--- config.mk ---
export PLATFORM = sky130hd
export DESIGN_NAME = ataPostBuf
export DESIGN_NICKNAME = d
export VERILOG_FILES = /design/src/rtl/ataPostPkg.sv /design/src/rtl/ataPostData.sv /design/src/rtl/ataPostCtl.sv /design/src/rtl/ataPostBuf.sv
export SDC_FILE = /design/constraint.sdc
export NUM_CORES = 1
export LEC_CHECK = 0
export CAP_MARGIN = 20
export CORE_UTILIZATION = 54
export DETAILED_ROUTE_END_ITERATION = 16
export GPL_TIMING_DRIVEN = 0
export PLACE_DENSITY_LB_ADDON = 0.1
export SLEW_MARGIN = 20
export SYNTH_ARGS = -nofsm -noshare
export SYNTH_HDL_FRONTEND = slang
export SYNTH_HIERARCHICAL = 1
export SYNTH_SLANG_ARGS = --single-unit
export TNS_END_PERCENT = 30
--- constraint.sdc ---
create_clock -name clk -period 3.08 [get_ports clk]
set_input_delay 0.308 -clock clk [delete_from_list [all_inputs] [get_ports clk]]
set_output_delay 0.308 -clock clk [all_outputs]
set_load 0.01 [all_outputs]
--- src/rtl/ataPostPkg.sv ---
package ataPostPkg;

  typedef enum logic [1:0] {
    OP_NONE  = 2'd0,
    OP_DRAIN = 2'd1,
    OP_PASS  = 2'd2,
    OP_PREF  = 2'd3
  } opKind_t;

  typedef struct packed {
    logic    push;
    logic    pop;
    logic    loadPref;
    logic    rdFromPref;
    opKind_t op;
  } ctlStrobe_t;

endpackage

--- src/rtl/ataPostData.sv ---
module ataPostData
  import ataPostPkg::*;
#(
  parameter int DATA_W = 32,
  parameter int DEPTH  = 4
) (
  input  logic              clk,
  input  logic              rstN,
  input  ctlStrobe_t        ctl,
  input  logic              prefWide,
  input  logic              prefDrive,
  input  logic              hostWrite,
  input  logic              hostDataPort,
  input  logic              hostChan,
  input  logic              hostWide,
  input  logic              hostDrive,
  input  logic [DATA_W-1:0] hostWdata,
  input  logic [DATA_W-1:0] seqRdata,
  input  logic              seqReq,
  input  logic              seqAck,
  output logic              fifoFull,
  output logic              fifoEmpty,
  output logic [DATA_W-1:0] hostRdata,
  output logic              seqWrite,
  output logic              seqDataPort,
  output logic              seqChan,
  output logic              seqWide,
  output logic              seqDrive,
  output logic [DATA_W-1:0] seqWdata
);

  localparam int PTR_W   = (DEPTH > 1) ? $clog2(DEPTH) : 1;
  localparam int CNT_W   = $clog2(DEPTH + 1);
  localparam int ENTRY_W = DATA_W + 2;

  logic [PTR_W-1:0]   wrPtr, rdPtr;
  logic [CNT_W-1:0]   count;
  logic [ENTRY_W-1:0] slot [DEPTH];
  logic [ENTRY_W-1:0] head;
  logic [DATA_W-1:0]  prefData;

  // one storage slot per FIFO entry: {wide, drive, data}
  for (genvar i = 0; i < DEPTH; i++) begin : gSlot
    logic [ENTRY_W-1:0] slotQ;
    always_ff @(posedge clk) begin
      if (!rstN) begin
        slotQ <= '0;
      end else if (ctl.push && (wrPtr == PTR_W'(i))) begin
        slotQ <= {hostWide, hostDrive, hostWdata};
      end
    end
    assign slot[i] = slotQ;
  end

  function automatic logic [PTR_W-1:0] bump(input logic [PTR_W-1:0] p);
    return (p == PTR_W'(DEPTH - 1)) ? '0 : p + 1'b1;
  endfunction

  always_ff @(posedge clk) begin
    if (!rstN) begin
      wrPtr <= '0;
      rdPtr <= '0;
      count <= '0;
    end else begin
      if (ctl.push) wrPtr <= bump(wrPtr);
      if (ctl.pop)  rdPtr <= bump(rdPtr);
      case ({ctl.push, ctl.pop})
        2'b10:   count <= count + 1'b1;
        2'b01:   count <= count - 1'b1;
        default: count <= count;
      endcase
    end
  end

  assign fifoFull  = (count == CNT_W'(DEPTH));
  assign fifoEmpty = (count == '0);
  assign head      = slot[rdPtr];

  always_ff @(posedge clk) begin
    if (!rstN) begin
      prefData <= '0;
    end else if (ctl.loadPref) begin
      prefData <= seqRdata;
    end
  end

  assign hostRdata = ctl.rdFromPref ? prefData : seqRdata;

  always_comb begin
    seqWrite    = 1'b0;
    seqDataPort = 1'b0;
    seqChan     = 1'b0;
    seqWide     = 1'b0;
    seqDrive    = 1'b0;
    seqWdata    = '0;
    case (ctl.op)
      OP_DRAIN: begin
        seqWrite    = 1'b1;
        seqDataPort = 1'b1;
        seqWide     = head[ENTRY_W-1];
        seqDrive    = head[ENTRY_W-2];
        seqWdata    = head[DATA_W-1:0];
      end
      OP_PASS: begin
        seqWrite    = hostWrite;
        seqDataPort = hostDataPort;
        seqChan     = hostChan;
        seqWide     = hostWide;
        seqDrive    = hostDrive;
        seqWdata    = hostWdata;
      end
      OP_PREF: begin
        seqDataPort = 1'b1;
        seqWide     = prefWide;
        seqDrive    = prefDrive;
      end
      default: ;
    endcase
  end

  // the control never pushes into a full FIFO
  assert_no_overflow_R3: assert property (@(posedge clk) disable iff (!rstN)
    ctl.push |-> (count < CNT_W'(DEPTH)));

  // unrelated cycles only reach the sequencer once posted data is gone
  assert_unrelated_drained_R5: assert property (@(posedge clk) disable iff (!rstN)
    (seqReq && (!seqDataPort || seqChan)) |-> (count == '0));

  // sequencer fields hold while the cycle is outstanding
  assert_seq_fields_stable_R11: assert property (@(posedge clk) disable iff (!rstN)
    (seqReq && !seqAck) |=> ($stable(seqWrite) && $stable(seqWide) &&
                             $stable(seqDrive) && $stable(seqWdata) &&
                             $stable(seqDataPort) && $stable(seqChan)));

endmodule

--- src/rtl/ataPostCtl.sv ---
module ataPostCtl
  import ataPostPkg::*;
(
  input  logic       clk,
  input  logic       rstN,
  input  logic [1:0] postEn,
  input  logic [1:0] prefEn,
  input  logic       stopIn,
  input  logic       hostReq,
  input  logic       hostWrite,
  input  logic       hostDataPort,
  input  logic       hostChan,
  input  logic       hostWide,
  input  logic       hostDrive,
  input  logic       seqAck,
  input  logic       fifoFull,
  input  logic       fifoEmpty,
  output ctlStrobe_t ctl,
  output logic       hostAck,
  output logic       seqReq,
  output logic       prefWide,
  output logic       prefDrive
);

  opKind_t opKind, opNext;
  logic    prefArm, prefValid;

  logic ownData, dataWr, dataRd, unrel, postOn, prefOn;
  logic hitRd, kill, push, passDone, needPass, prefWant, loadPref, arm;

  always_comb begin
    ownData  = hostDataPort && !hostChan;
    dataWr   = hostReq && ownData && hostWrite;
    dataRd   = hostReq && ownData && !hostWrite;
    unrel    = hostReq && !ownData;
    postOn   = postEn[hostDrive];
    prefOn   = prefEn[hostDrive];
    hitRd    = dataRd && prefValid && (hostWide == prefWide);
    kill     = stopIn || dataWr || unrel ||
               (dataRd && (prefValid || prefArm) && (hostWide != prefWide));
    push     = dataWr && postOn && !fifoFull;
    passDone = (opKind == OP_PASS) && seqAck;
    needPass = unrel || (dataWr && !postOn) ||
               (dataRd && !prefValid && !prefArm);
    prefWant = prefArm && !prefValid && !kill;
    loadPref = (opKind == OP_PREF) && seqAck && prefArm && !kill;
    arm      = passDone && dataRd && prefOn && !stopIn;
  end

  always_comb begin
    opNext = opKind;
    if (opKind == OP_NONE) begin
      if (!fifoEmpty)    opNext = OP_DRAIN;
      else if (prefWant) opNext = OP_PREF;
      else if (needPass) opNext = OP_PASS;
    end else if (seqAck) begin
      opNext = OP_NONE;
    end
  end

  always_ff @(posedge clk) begin
    if (!rstN) begin
      opKind    <= OP_NONE;
      prefArm   <= 1'b0;
      prefValid <= 1'b0;
      prefWide  <= 1'b0;
      prefDrive <= 1'b0;
    end else begin
      opKind <= opNext;
      if (kill) begin
        prefArm   <= 1'b0;
        prefValid <= 1'b0;
      end else begin
        if (arm) begin
          prefArm   <= 1'b1;
          prefWide  <= hostWide;
          prefDrive <= hostDrive;
        end
        if (loadPref)   prefValid <= 1'b1;
        else if (hitRd) prefValid <= 1'b0;
      end
    end
  end

  assign seqReq  = (opKind != OP_NONE);
  assign hostAck = push || hitRd || passDone;

  assign ctl.push       = push;
  assign ctl.pop        = (opKind == OP_DRAIN) && seqAck;
  assign ctl.loadPref   = loadPref;
  assign ctl.rdFromPref = hitRd;
  assign ctl.op         = opKind;

  // unposted writes and unrelated accesses finish with the sequencer
  assert_unposted_waits_R4: assert property (@(posedge clk) disable iff (!rstN)
    (hostAck && (unrel || (dataWr && !postOn))) |-> (seqReq && seqAck));

  // an outstanding sequencer request is not withdrawn
  assert_seq_req_held_R11: assert property (@(posedge clk) disable iff (!rstN)
    (seqReq && !seqAck) |=> seqReq);

endmodule

--- src/rtl/ataPostBuf.sv ---
module ataPostBuf
  import ataPostPkg::*;
#(
  parameter int DATA_W = 32,
  parameter int DEPTH  = 4
) (
  input  logic              clk,
  input  logic              rstN,
  input  logic [1:0]        postEn,
  input  logic [1:0]        prefEn,
  input  logic              stopIn,
  input  logic              hostReq,
  input  logic              hostWrite,
  input  logic              hostDataPort,
  input  logic              hostChan,
  input  logic              hostWide,
  input  logic              hostDrive,
  input  logic [DATA_W-1:0] hostWdata,
  output logic              hostAck,
  output logic [DATA_W-1:0] hostRdata,
  output logic              seqReq,
  output logic              seqWrite,
  output logic              seqDataPort,
  output logic              seqChan,
  output logic              seqWide,
  output logic              seqDrive,
  output logic [DATA_W-1:0] seqWdata,
  input  logic              seqAck,
  input  logic [DATA_W-1:0] seqRdata
);

  ctlStrobe_t ctl;
  logic       fifoFull, fifoEmpty, prefWide, prefDrive;

  ataPostCtl uCtl (
    .clk(clk), .rstN(rstN), .postEn(postEn), .prefEn(prefEn), .stopIn(stopIn),
    .hostReq(hostReq), .hostWrite(hostWrite), .hostDataPort(hostDataPort),
    .hostChan(hostChan), .hostWide(hostWide), .hostDrive(hostDrive),
    .seqAck(seqAck), .fifoFull(fifoFull), .fifoEmpty(fifoEmpty),
    .ctl(ctl), .hostAck(hostAck), .seqReq(seqReq),
    .prefWide(prefWide), .prefDrive(prefDrive)
  );

  ataPostData #(.DATA_W(DATA_W), .DEPTH(DEPTH)) uData (
    .clk(clk), .rstN(rstN), .ctl(ctl), .prefWide(prefWide), .prefDrive(prefDrive),
    .hostWrite(hostWrite), .hostDataPort(hostDataPort), .hostChan(hostChan),
    .hostWide(hostWide), .hostDrive(hostDrive), .hostWdata(hostWdata),
    .seqRdata(seqRdata), .seqReq(seqReq), .seqAck(seqAck),
    .fifoFull(fifoFull), .fifoEmpty(fifoEmpty), .hostRdata(hostRdata),
    .seqWrite(seqWrite), .seqDataPort(seqDataPort), .seqChan(seqChan),
    .seqWide(seqWide), .seqDrive(seqDrive), .seqWdata(seqWdata)
  );

endmodule

After elaboration in Yosys (flattened, before gate mapping)

Cells that the tools add are included.

Register bits after elaboration: 181
Bits in latches: 0
Memory bits (writable): 0
Bits in read-only memories: 0
Bits of input ports: 78
Output and inout port bits: 71
Memories kept: 0

$add $sub $neg: 4
Multiply operators: 0
Divide/modulo/power cells: 0
Magnitude comparators: 2
Equal/unequal tests: 13
Shifts and indexed selects: 0
Mux-type cells: 24
Bitwise operators: 3
Reduce and logical (&&, ||, !) cells: 56

Operators by type and width:

| operator                                                              | number |
|---|---|
| 34-bit binary-select mux with 2-bit select                            | 1 |
| 34-bit 2-to-1 mux                                                     | 2 |
| 32-bit one-hot mux with 2 select lines                                | 1 |
| 32-bit 2-to-1 mux                                                     | 1 |
| 1-bit logical AND                                                     | 28 |
| 2-bit 2-to-1 mux                                                      | 7 |
| 2-bit equality test, second input constant                            | 6 |
| 1-bit logical NOT                                                     | 9 |
| 1-bit logical OR                                                      | 8 |
| 2-bit nonzero test                                                    | 4 |
| 1-bit 2-to-1 mux                                                      | 7 |
| 2-bit by 1-bit equality test with 1-bit output, second input constant | 3 |
| 1-bit one-hot mux with 3 select lines                                 | 2 |
| 3-bit one-hot mux with 2 select lines                                 | 1 |
| 2-bit by 1-bit adder with 2-bit output, second input constant         | 2 |
| 2-bit logical NOT                                                     | 2 |
| 4-bit != test, second input constant                                  | 1 |
| 1-bit one-hot mux with 2 select lines                                 | 2 |
| 2-bit AND reduction                                                   | 2 |
| 2-bit OR reduction                                                    | 2 |
| 3-bit by 1-bit adder with 3-bit output, second input constant         | 1 |
| 3-bit equality test, second input constant                            | 1 |
| 3-bit greater-or-equal comparator, second input constant              | 1 |
| 3-bit logical NOT                                                     | 1 |
| 6 further kinds                                                       | 7 |

Logic depth before layout (Yosys ltp)

Gate-level depths: netlist of run 1.

Depth after elaboration: 12
Depth in mapped cells: 12
Depth with buffers taken out: 10

Modules after synthesis

Netlist of run 1, hierarchy kept.

Modules (own cells, without submodules):

| module      | instances | cells an instance | area each (µm²) | seq. area each (µm²) |
|---|---|---|---|---|
| ataPostData | 1         | 944               | 8366.8          | 3503.4 |
| ataPostCtl  | 1         | 57                | 444.2           | 120.1 |

Worst setup path before layout of run 1

No wires, ideal clock.

Path kind: reg2reg
Start: register uData.count[0]
End: register uData.count[2]
Data arrival time: 2.117 ns
Slack: 0.893 ns
Cell stages (with the launch flop): 13
Path buffers: 2
Cells stage by stage: dfxtp_1 -> inv_1 -> and3_1 -> nor4_1 -> buf_4 -> buf_4 -> inv_1 -> ha_1 -> inv_1 -> fa_1 -> xor2_1 -> or3_1 -> a21boi_1

Word-level cells in the longest chain between the ends: 5
Elaborated cells on any way between the ends: 9

RTL lines:

| item                                                                                         | line              | source |
|---|---|---|
| start, declared                                                                              | ataPostData.sv:37 | `logic [CNT_W-1:0] count;` |
| start signal, assigned                                                                       | ataPostData.sv:68 | `2'b10: count <= count + 1'b1;` |
| start signal, assigned                                                                       | ataPostData.sv:69 | `2'b01: count <= count - 1'b1;` |
| start signal, assigned                                                                       | ataPostData.sv:70 | `default: count <= count;` |
| 3-bit equality test (*)                                                                      | ataPostData.sv:75 | `assign fifoFull = (count == CNT_W'(DEPTH));` |
| named net fifoFull                                                                           | ataPostBuf.sv:33  | `logic fifoFull, fifoEmpty, prefWide, prefDrive;` |
| 1-bit logical NOT (*)                                                                        | ataPostCtl.sv:41  | `push = dataWr && postOn && !fifoFull;` |
| 1-bit logical AND (*)                                                                        | ataPostCtl.sv:41  |  |
| named net uCtl.push                                                                          | ataPostCtl.sv:29  | `logic hitRd, kill, push, passDone, needPass, prefWant, loadPref, arm;` |
| 2-bit by 1-bit equality test with 1-bit output / 2-bit equality test (equally long branches) | ataPostData.sv:67 | `case ({ctl.push, ctl.pop})` |
| 3-bit one-hot mux with 2 select lines / 2-bit nonzero test (equally long branches)           | --                |  |

The timed path passes the listed nets; every way through them passes the cells marked *.
A chain may end at the register's enable or synchronous reset.

Worst setup path after layout of run 1

Start: register uCtl.opKind[1]
End: output port seqWdata[19]

Word-level cells in the longest chain between the ends: 2
Elaborated cells on any way between the ends: 3

RTL lines:

| item                                                                                         | line              | source |
|---|---|---|
| start, declared                                                                              | ataPostCtl.sv:25  | `opKind_t opKind, opNext;` |
| start signal, assigned                                                                       | ataPostCtl.sv:69  | `opKind <= opNext;` |
| 2-bit equality test / 2-bit by 1-bit equality test with 1-bit output (equally long branches) | ataPostData.sv:96 | `case (ctl.op)` |
| 32-bit one-hot mux with 2 select lines (*)                                                   | ataPostData.sv:96 |  |
| end, declared                                                                                | ataPostBuf.sv:27  | `output logic [DATA_W-1:0] seqWdata,` |

Every way passes the cells marked *; elsewhere a longest branch is shown, timed or not.

==> results of run 1 <==
## kinds of logic after synthesis
| group | after synthesis | synth area share |
|---|---|---|
| muxes | 137 | 0.163 |
| buffers and inverters | 88 | 0.0483 |
| xor gates and xnor gates | 4 | 0.00398 |
| DFF | 181 | 0.411 |
| and+or+nand+nor | 360 | 0.175 |
| AOI/OAI and AO/OA | 219 | 0.181 |
| adders and majority gates | 12 | 0.0179 |
## registers in the layout (all words and copies together) (netlist names)
| register | count |
|---|---|
| uData/wrPtr | 2 |
| uCtl/prefArm | 1 |
| uCtl/prefWide | 1 |
| uData/prefData | 32 |
| uData/rdPtr | 2 |
| uCtl/opKind | 2 |
| uCtl/prefValid | 1 |
| uData/gSlot.slotQ | 136 |
| uCtl/prefDrive | 1 |
| uData/count | 3 |
## layer usage
metal,wire (um),up-vias,track usage,share of wire
met5,0,-,0,0
met4,414,0,0.105,0.017
met3,1570,33,0.0590,0.064
met2,11700,273,0.496,0.48
met1,10700,3763,0.380,0.44
li1,-,3729,-,-
## synth_stat cells, drive strengths merged (3+ instances only)
cell	number	share of area
mux2i	103	0.12
and2	8	0.0057
nand2	287	0.12
a21oi	3	0.0017
o21ai	6	0.0034
ha	11	0.016
nor3b	3	0.0026
mux2	32	0.041
dfxtp	181	0.41
nand3b	3	0.0026
a21boi	138	0.12
buf	38	0.027
nor2	7	0.0030
clkbuf	40	0.017
o22ai	32	0.023
a21o	32	0.027
inv	10	0.0043
nor2b	39	0.028
## worst paths after layout
check	start	cells past startpoint	to
setup / recovery	uCtl/opKind[1]$_SDFFE_PN0P_	8	seqWdata[19]
hold / removal	rstN	2	uCtl/prefArm$_SDFFE_PP0P_
hold reg to reg	uData/gSlot[2].slotQ[14]$_SDFFE_PN0P_	2	uData/gSlot[2].slotQ[14]$_SDFFE_PN0P_
setup reg to reg	uData/count[0]$_SDFFE_PN0P_	12	uData/count[2]$_SDFFE_PN0P_
## power by group through the flow
stage	Clock (W)	Combinational [W]	Sequential, W
CTS	0.00229	0.000436	0.00236
floorplan	0	0.000173	0.00241
finish	0.00227	0.000441	0.00236
global placement	0	0.000427	0.00241
detailed placement	0	0.000431	0.00241
global route	0.00239	0.000470	0.00236
## final cells by class
class | count | area (um^2) | area share
plain buffers | 76 | 423 | 0.0376
flip-flops and latches | 181 | 3630 | 0.322
well taps | 216 | 270 | 0.0240
multi-input cells | 732 | 4790 | 0.425
clock inverters | 14 | 175 | 0.0156
repair buffers | 151 | 1500 | 0.133
clock buffers | 18 | 439 | 0.0390
inverters | 10 | 37.5 | 0.00333
## per-stage QoR
step           worst slack (ns)  hold slack, ns  total power (W)
6_report                  0.139           0.261          0.00507
5_1_grt                  0.0168           0.282          0.00521
3_5_place_dp             -0.235           0.444          0.00284
4_1_cts                 0.00759           0.250          0.00508
3_3_place_gp             -0.230           0.439          0.00284
2_1_floorplan             0.893           0.432          0.00258
## critical path: stages, from the launching register on
cell             delay (ns)
dfxtp_2                0.38
inv_1                  0.15
ha_1                   0.32
nand3b_1               0.14
buf_4                  0.17
buf_4                  0.19
o22ai_1                0.13
a21o_1                 0.17
clkdlybuf4s50_1        0.56
## timing repair
item,in CTS,in global routing
buffers inserted,2,2
resized for setup,20,8
endpoints found under the setup margin,61,32
==> load_flow_metrics.sql, run 1 <==
INSERT INTO impl_metrics (metric_group, metric, value, unit) VALUES
('floorplanning', 'width_of_the_chip', '130', 'um'),
('power', 'clock_power_share', '0.448', ''),
('drt', 'route.antenna.remaining_nets', '0', ''),
('logic_synthesis', 'netlist-cell-type-count', '44', ''),
('cells_and_area', 'proportion_of_layout_cells_with_a_drive_suffix_above_1', '0.0956', ''),
('power', 'pwr_density', '450', 'nW/um^2'),
('power', 'vdd_ir_drop_max', '0.382', 'mV'),
('cells_and_area', 'postLayoutCellArea', '11300', 'um^2'),
('logic_synthesis', 'synth-seq-cells', '181', ''),
('drt', 'drt-initial-drc-count', '502', ''),
('logic_synthesis', 'syn_nets', '1091', ''),
('setup_path', 'required', '2.77', 'ns'),
('cells_and_area', 'mostFrequentLayoutCell', 'nand2_1', ''),
('power', 'p_sw_frac', '0.230', ''),
('clock_network', 'clock_tree.root_cell', 'clkbuf_16', ''),
('global_route', 'grt_start_max_net_pins', '17', ''),
('setup_path', 'critPathLaunchType', 'flip-flop', ''),
('setup_path', 'cp.arrival', '2.63', 'ns'),
('timing', 'final_number_of_max_transition_violations', '0', ''),
('global_route', 'first_global_vias', '7469', ''),
('logic_synthesis', 'number_of_enable_type_register_cells_in_the_synthesized_netlist', '0', ''),
('global_route', 'grt_usage', '0.296', ''),
('power', 'seq_power_share', '0.465', ''),
('timing', 'worst_pin_slew', '0.670', 'ns'),
('clock_network', 'ctsHoldBuffers', '0', ''),
('floorplanning', 'ios', '149', ''),
('clock_network', 'cts_sink_count', '181', ''),
('placed_design', 'placed_area', '10600', 'um^2'),
('cells_and_area', 'area_delta_synth_final', '27.8', '%'),
('logic_synthesis', 'synth-seq-area-share', '0.411', ''),
('timing', 'min_period', '2.94', 'ns'),
('cells_and_area', 'num-nets-final', '1259', ''),
('clock_network', 'clock_slew_at_reported_path_ffs', '0.07', 'ns'),
('timing', 'skew', '0.00622', 'ns'),
('clock_network', 'clockBufferDepth', '2', ''),
('setup_path', 'setup.worst_path.end_class', 'output pin', ''),
('global_route', 'globalRouteOverflowTotal', '0', ''),
('floorplanning', 'area_of_the_die', '16800', 'um^2'),
('floorplanning', 'coreArea', '15900', 'um^2'),
('global_route', 'antenna_found_initial', '0', ''),
('power', 'internal-power', '0.00390', 'W'),
('flow_run', 'max-cap-violations', '0', ''),
('logic_synthesis', 'syn-cell-area', '8810', 'um^2'),
('timing', 'rsz0062_at_grt', 'false', ''),
('clock_network', 'cts_h_tree_lvls', '4', ''),
('placed_design', 'port-buffer-count', '147', ''),
('cells_and_area', 'instances_no_fill', '1398', ''),
('setup_path', 'critical_path.max_fanout', '10', ''),
('timing', 'setup_violations', '0', ''),
('placed_design', 'dp.cells', '1364', ''),
('logic_synthesis', 'yosys_warnings', '6', ''),
('logic_synthesis', 'asyncSetResetFlopFracSynth', '0', ''),
('timing', 'final_hold_violations', '0', ''),
('drt', 'finalWirelength', '24400', 'um'),
('drt', 'dr_total_vias', '7798', ''),
('cells_and_area', 'most_used_cells_in_the_layout_excluding_fill_and_tap_cells', 'nand2_1 (283), dfxtp_1 (179), clkdlybuf4s50_1 (146)', ''),
('global_route', 'global_route_wire_length_before_repair', '38300', 'um'),
('cells_and_area', 'fill_cell_total_of_the_finished_layout', '1309', ''),
('clock_network', 'clk-insertion-delay-late', '0.43', 'ns'),
('logic_synthesis', 'ys_dominant_reg_cell', 'dfxtp_1', ''),
('drt', 'drt-pass1-iter-count', '5', ''),
('min_path', 'min-delay-path-class', 'in -> reg', ''),
('run_status', 'outcome', 'completed', ''),
('placed_design', 'gp_congestion', '0.809', ''),
('clock_network', 'tritoncts', 'yes', ''),
('placed_design', 'detailedPlacementHpwl', '16600', 'um'),
('power', 'cellLeakagePower', '3.94', 'nW'),
('timing', 'timing.slew.headroom', '0.553', ''),
('floorplanning', 'num_rows', '46', ''),
('setup_path', 'setup.reg_to_reg.worst_slack', '0.53', 'ns'),
('power', 'power.share.combinational', '0.087', '');
(Power assumes the default switching activity.)
==> inputs of run 2 (changes only) <==
- clock period: 3.08 -> 3 ns (I/O delays scaled with it)
==> load_flow_metrics.sql, run 2 (synthesis gave the netlist of run 1 again) <==
INSERT INTO impl_metrics (metric_group, metric, value, unit) VALUES
('floorplanning', 'width_of_the_chip', '130', 'um'),
('power', 'power.net_switching', '0.00120', 'W'),
('timing', 'rsz0062_at_grt', 'false', ''),
('power', 'pwr_density', '461', 'nW/um^2'),
('placed_design', 'dp_slack', '-0.299', 'ns'),
('power', 'power.share.combinational', '0.087', ''),
('min_path', 'min_delay_path_depth', '2', ''),
('drt', 'drt-initial-drc-count', '542', ''),
('power', 'cellLeakagePower', '3.94', 'nW'),
('power', 'clock_power_share', '0.448', ''),
('timing', 'timing.slew.headroom', '0.543', ''),
('placed_design', 'port-buffer-count', '147', ''),
('cells_and_area', 'layout_top_registers', 'uData/gSlot.slotQ x136, uData/prefData x32, uData/count x3', ''),
('min_path', 'min-delay-path-class', 'in -> reg', ''),
('placed_design', 'detailedPlacementHpwl', '16600', 'um'),
('setup_path', 'critPathLaunchType', 'flip-flop', ''),
('cells_and_area', 'fill_cell_total_of_the_finished_layout', '1304', ''),
('drt', 'drt-pass1-iter-count', '5', ''),
('clock_network', 'clockBufferDepth', '2', ''),
('cells_and_area', 'largest-register', 'uData/gSlot.slotQ', ''),
('floorplanning', 'initial_standard_cell_utilization_of_the_core', '0.555', ''),
('cells_and_area', 'proportion_of_layout_cells_with_a_drive_suffix_above_1', '0.0973', ''),
('setup_path', 'setup.worst_path.end_class', 'output pin', ''),
('drt', 'route.antenna.remaining_nets', '0', ''),
('drt', 'vias_per_cell', '5.57', ''),
('drt', 'route.detailed.drc', '0', ''),
('clock_network', 'clock_tree.root_cell', 'clkbuf_16', ''),
('timing', 'fin_tns_setup', '0', 'ns'),
('drt', 'dr_total_vias', '7789', ''),
('cells_and_area', 'mostFrequentLayoutCell', 'nand2_1', ''),
('clock_network', 'tritoncts', 'yes', ''),
('cells_and_area', 'antenna-diode-count', '0', ''),
('power', 'p_sw_frac', '0.230', ''),
('drt', 'finalWirelength', '24400', 'um'),
('timing', 'final_worst_hold_slack', '0.251', 'ns'),
('clock_network', 'clk-insertion-delay-late', '0.43', 'ns'),
('flow_run', 'max-cap-violations', '0', ''),
('placed_design', 'gp_congestion', '0.809', ''),
('floorplanning', 'area_of_the_die', '16800', 'um^2'),
('run_status', 'outcome', 'completed', ''),
('setup_path', 'critical_path.max_fanout', '10', ''),
('timing', 'worst_pin_slew', '0.686', 'ns'),
('global_route', 'globalRouteOverflowTotal', '0', ''),
('cells_and_area', 'most_used_cells_in_the_layout_excluding_fill_and_tap_cells', 'nand2_1 (283), dfxtp_1 (179), clkdlybuf4s50_1 (146)', ''),
('floorplanning', 'num_rows', '46', ''),
('setup_path', 'cp.arrival', '2.59', 'ns'),
('power', 'report.power.total', '0.00520', 'W'),
('global_route', 'antenna_found_initial', '0', ''),
('clock_network', 'cts_h_tree_lvls', '4', ''),
('timing', 'fin_crit_sh', '0.964', ''),
('floorplanning', 'ios', '149', ''),
('drt', 'avgRoutedWirePerCell', '17.4', 'um'),
('timing', 'final_number_of_max_transition_violations', '0', ''),
('clock_network', 'ctsHoldBuffers', '0', ''),
('cells_and_area', 'multi_input_area', '4800', 'um^2'),
('timing', 'max_clock_freq', '0.346', 'GHz'),
('cells_and_area', 'area_delta_synth_final', '28.0', '%'),
('clock_network', 'cts_sink_count', '181', ''),
('clock_network', 'cts_buffers', '17', ''),
('timing', 'skew', '0.00566', 'ns'),
('cells_and_area', 'flip_flop_count_of_the_largest_register_all_copies_and_words_added', '136', ''),
('clock_network', 'clock_slew_at_reported_path_ffs', '0.07', 'ns'),
('cells_and_area', 'regArea', '3630', 'um^2'),
('power', 'seq_power_share', '0.465', ''),
('timing', 'min_period', '2.89', 'ns'),
('cells_and_area', 'num-nets-final', '1259', ''),
('setup_path', 'rr_worst_depth', '12', ''),
('timing', 'setup_violations', '0', ''),
('global_route', 'grt_usage', '0.296', ''),
('timing', 'setup_ws', '0.109', 'ns'),
('floorplanning', 'coreArea', '15900', 'um^2'),
('global_route', 'grt_start_max_net_pins', '17', ''),
('global_route', 'global_route_wire_length_before_repair', '38200', 'um'),
('timing', 'final_hold_violations', '0', ''),
('global_route', 'first_global_vias', '7465', ''),
('floorplanning', 'dieHeight', '130', 'um'),
('power', 'vdd_ir_drop_max', '0.394', 'mV'),
('power', 'internal-power', '0.00401', 'W'),
('setup_path', 'worst-setup-path-type', 'reg -> out', ''),
('setup_path', 'required', '2.70', 'ns');
run 2: cell types whose count changed in the layout (fill, tap and decap cells not counted):
| cell | before | now |
|---|---|---|
| ha_2 | 0 | 1 |
| ha_1 | 10 | 9 |
| clkbuf_4 | 2 | 0 |
| clkbuf_8 | 2 | 3 |
| buf_6 | 5 | 6 |
| o22ai_1 | 32 | 31 |
| o22ai_2 | 0 | 1 |
run 2: through the flow:
step / utilization / std cells / area [um^2]
after detailed placement: 0.664 / 1364 / 10600
after global routing: 0.710 / 1398 / 11300
after global placement: 0.664 / 1364 / 10600
after floorplan: - / 1001 / 8810
final: 0.710 / 1398 / 11300
after CTS: 0.707 / 1397 / 11200
run 2: worst paths after layout:
kind / start / to / slack [ns]
hold / removal: rstN / uCtl/prefArm$_SDFFE_PP0P_ / 0.25
hold reg to reg: uData/gSlot[2].slotQ[14]$_SDFFE_PN0P_ / uData/gSlot[2].slotQ[14]$_SDFFE_PN0P_ / 0.45
setup reg to reg: uData/count[0]$_SDFFE_PN0P_ / uData/count[2]$_SDFFE_PN0P_ / 0.44
setup / recovery: uCtl/opKind[1]$_SDFFE_PN0P_ / seqWdata[19] / 0.11
run 2: repair_timing:
item | in CTS | in global routing
endpoints found under the setup margin | 63 | 32
gates resized for setup | 23 | 8
buffers inserted | 2 | 2
run 2: final cells by class:
class / instances / share of cell area
clock buffers: 18 / 0.0389
flip-flops and latches: 181 / 0.322
plain buffers: 76 / 0.0384
multi-input cells: 732 / 0.425
inverters: 10 / 0.00333
repair buffers: 151 / 0.133
well taps: 216 / 0.0240
clock inverters: 14 / 0.0155
run 2: critical path: stages, from the launching register on:
cell and delay [ns]:
dfxtp_2 0.43, inv_1 0.13, ha_4 0.31, nand3b_1 0.09, buf_4 0.16, buf_4 0.19
o22ai_1 0.12, a21o_1 0.17, clkdlybuf4s50_1 0.56
run 2: power by group through the flow:
stage	Clock (W)	Sequential, W	Combinational [W]
2_1_floorplan	0	0.00247	0.000177
3_5_place_dp	0	0.00247	0.000442
6_report	0.00233	0.00242	0.000453
3_3_place_gp	0	0.00247	0.000439
4_1_cts	0.00235	0.00242	0.000449
5_1_grt	0.00245	0.00242	0.000484
run 2: metal layers:
layer  share of wire  wire (um)  track usage  up-vias
li1                -          -            -     3725
met1            0.44      10600        0.381     3733
met2            0.48      11600        0.495      281
met3           0.064       1570       0.0590       50
met4           0.024        587        0.105        0
met5               0          0            0        -
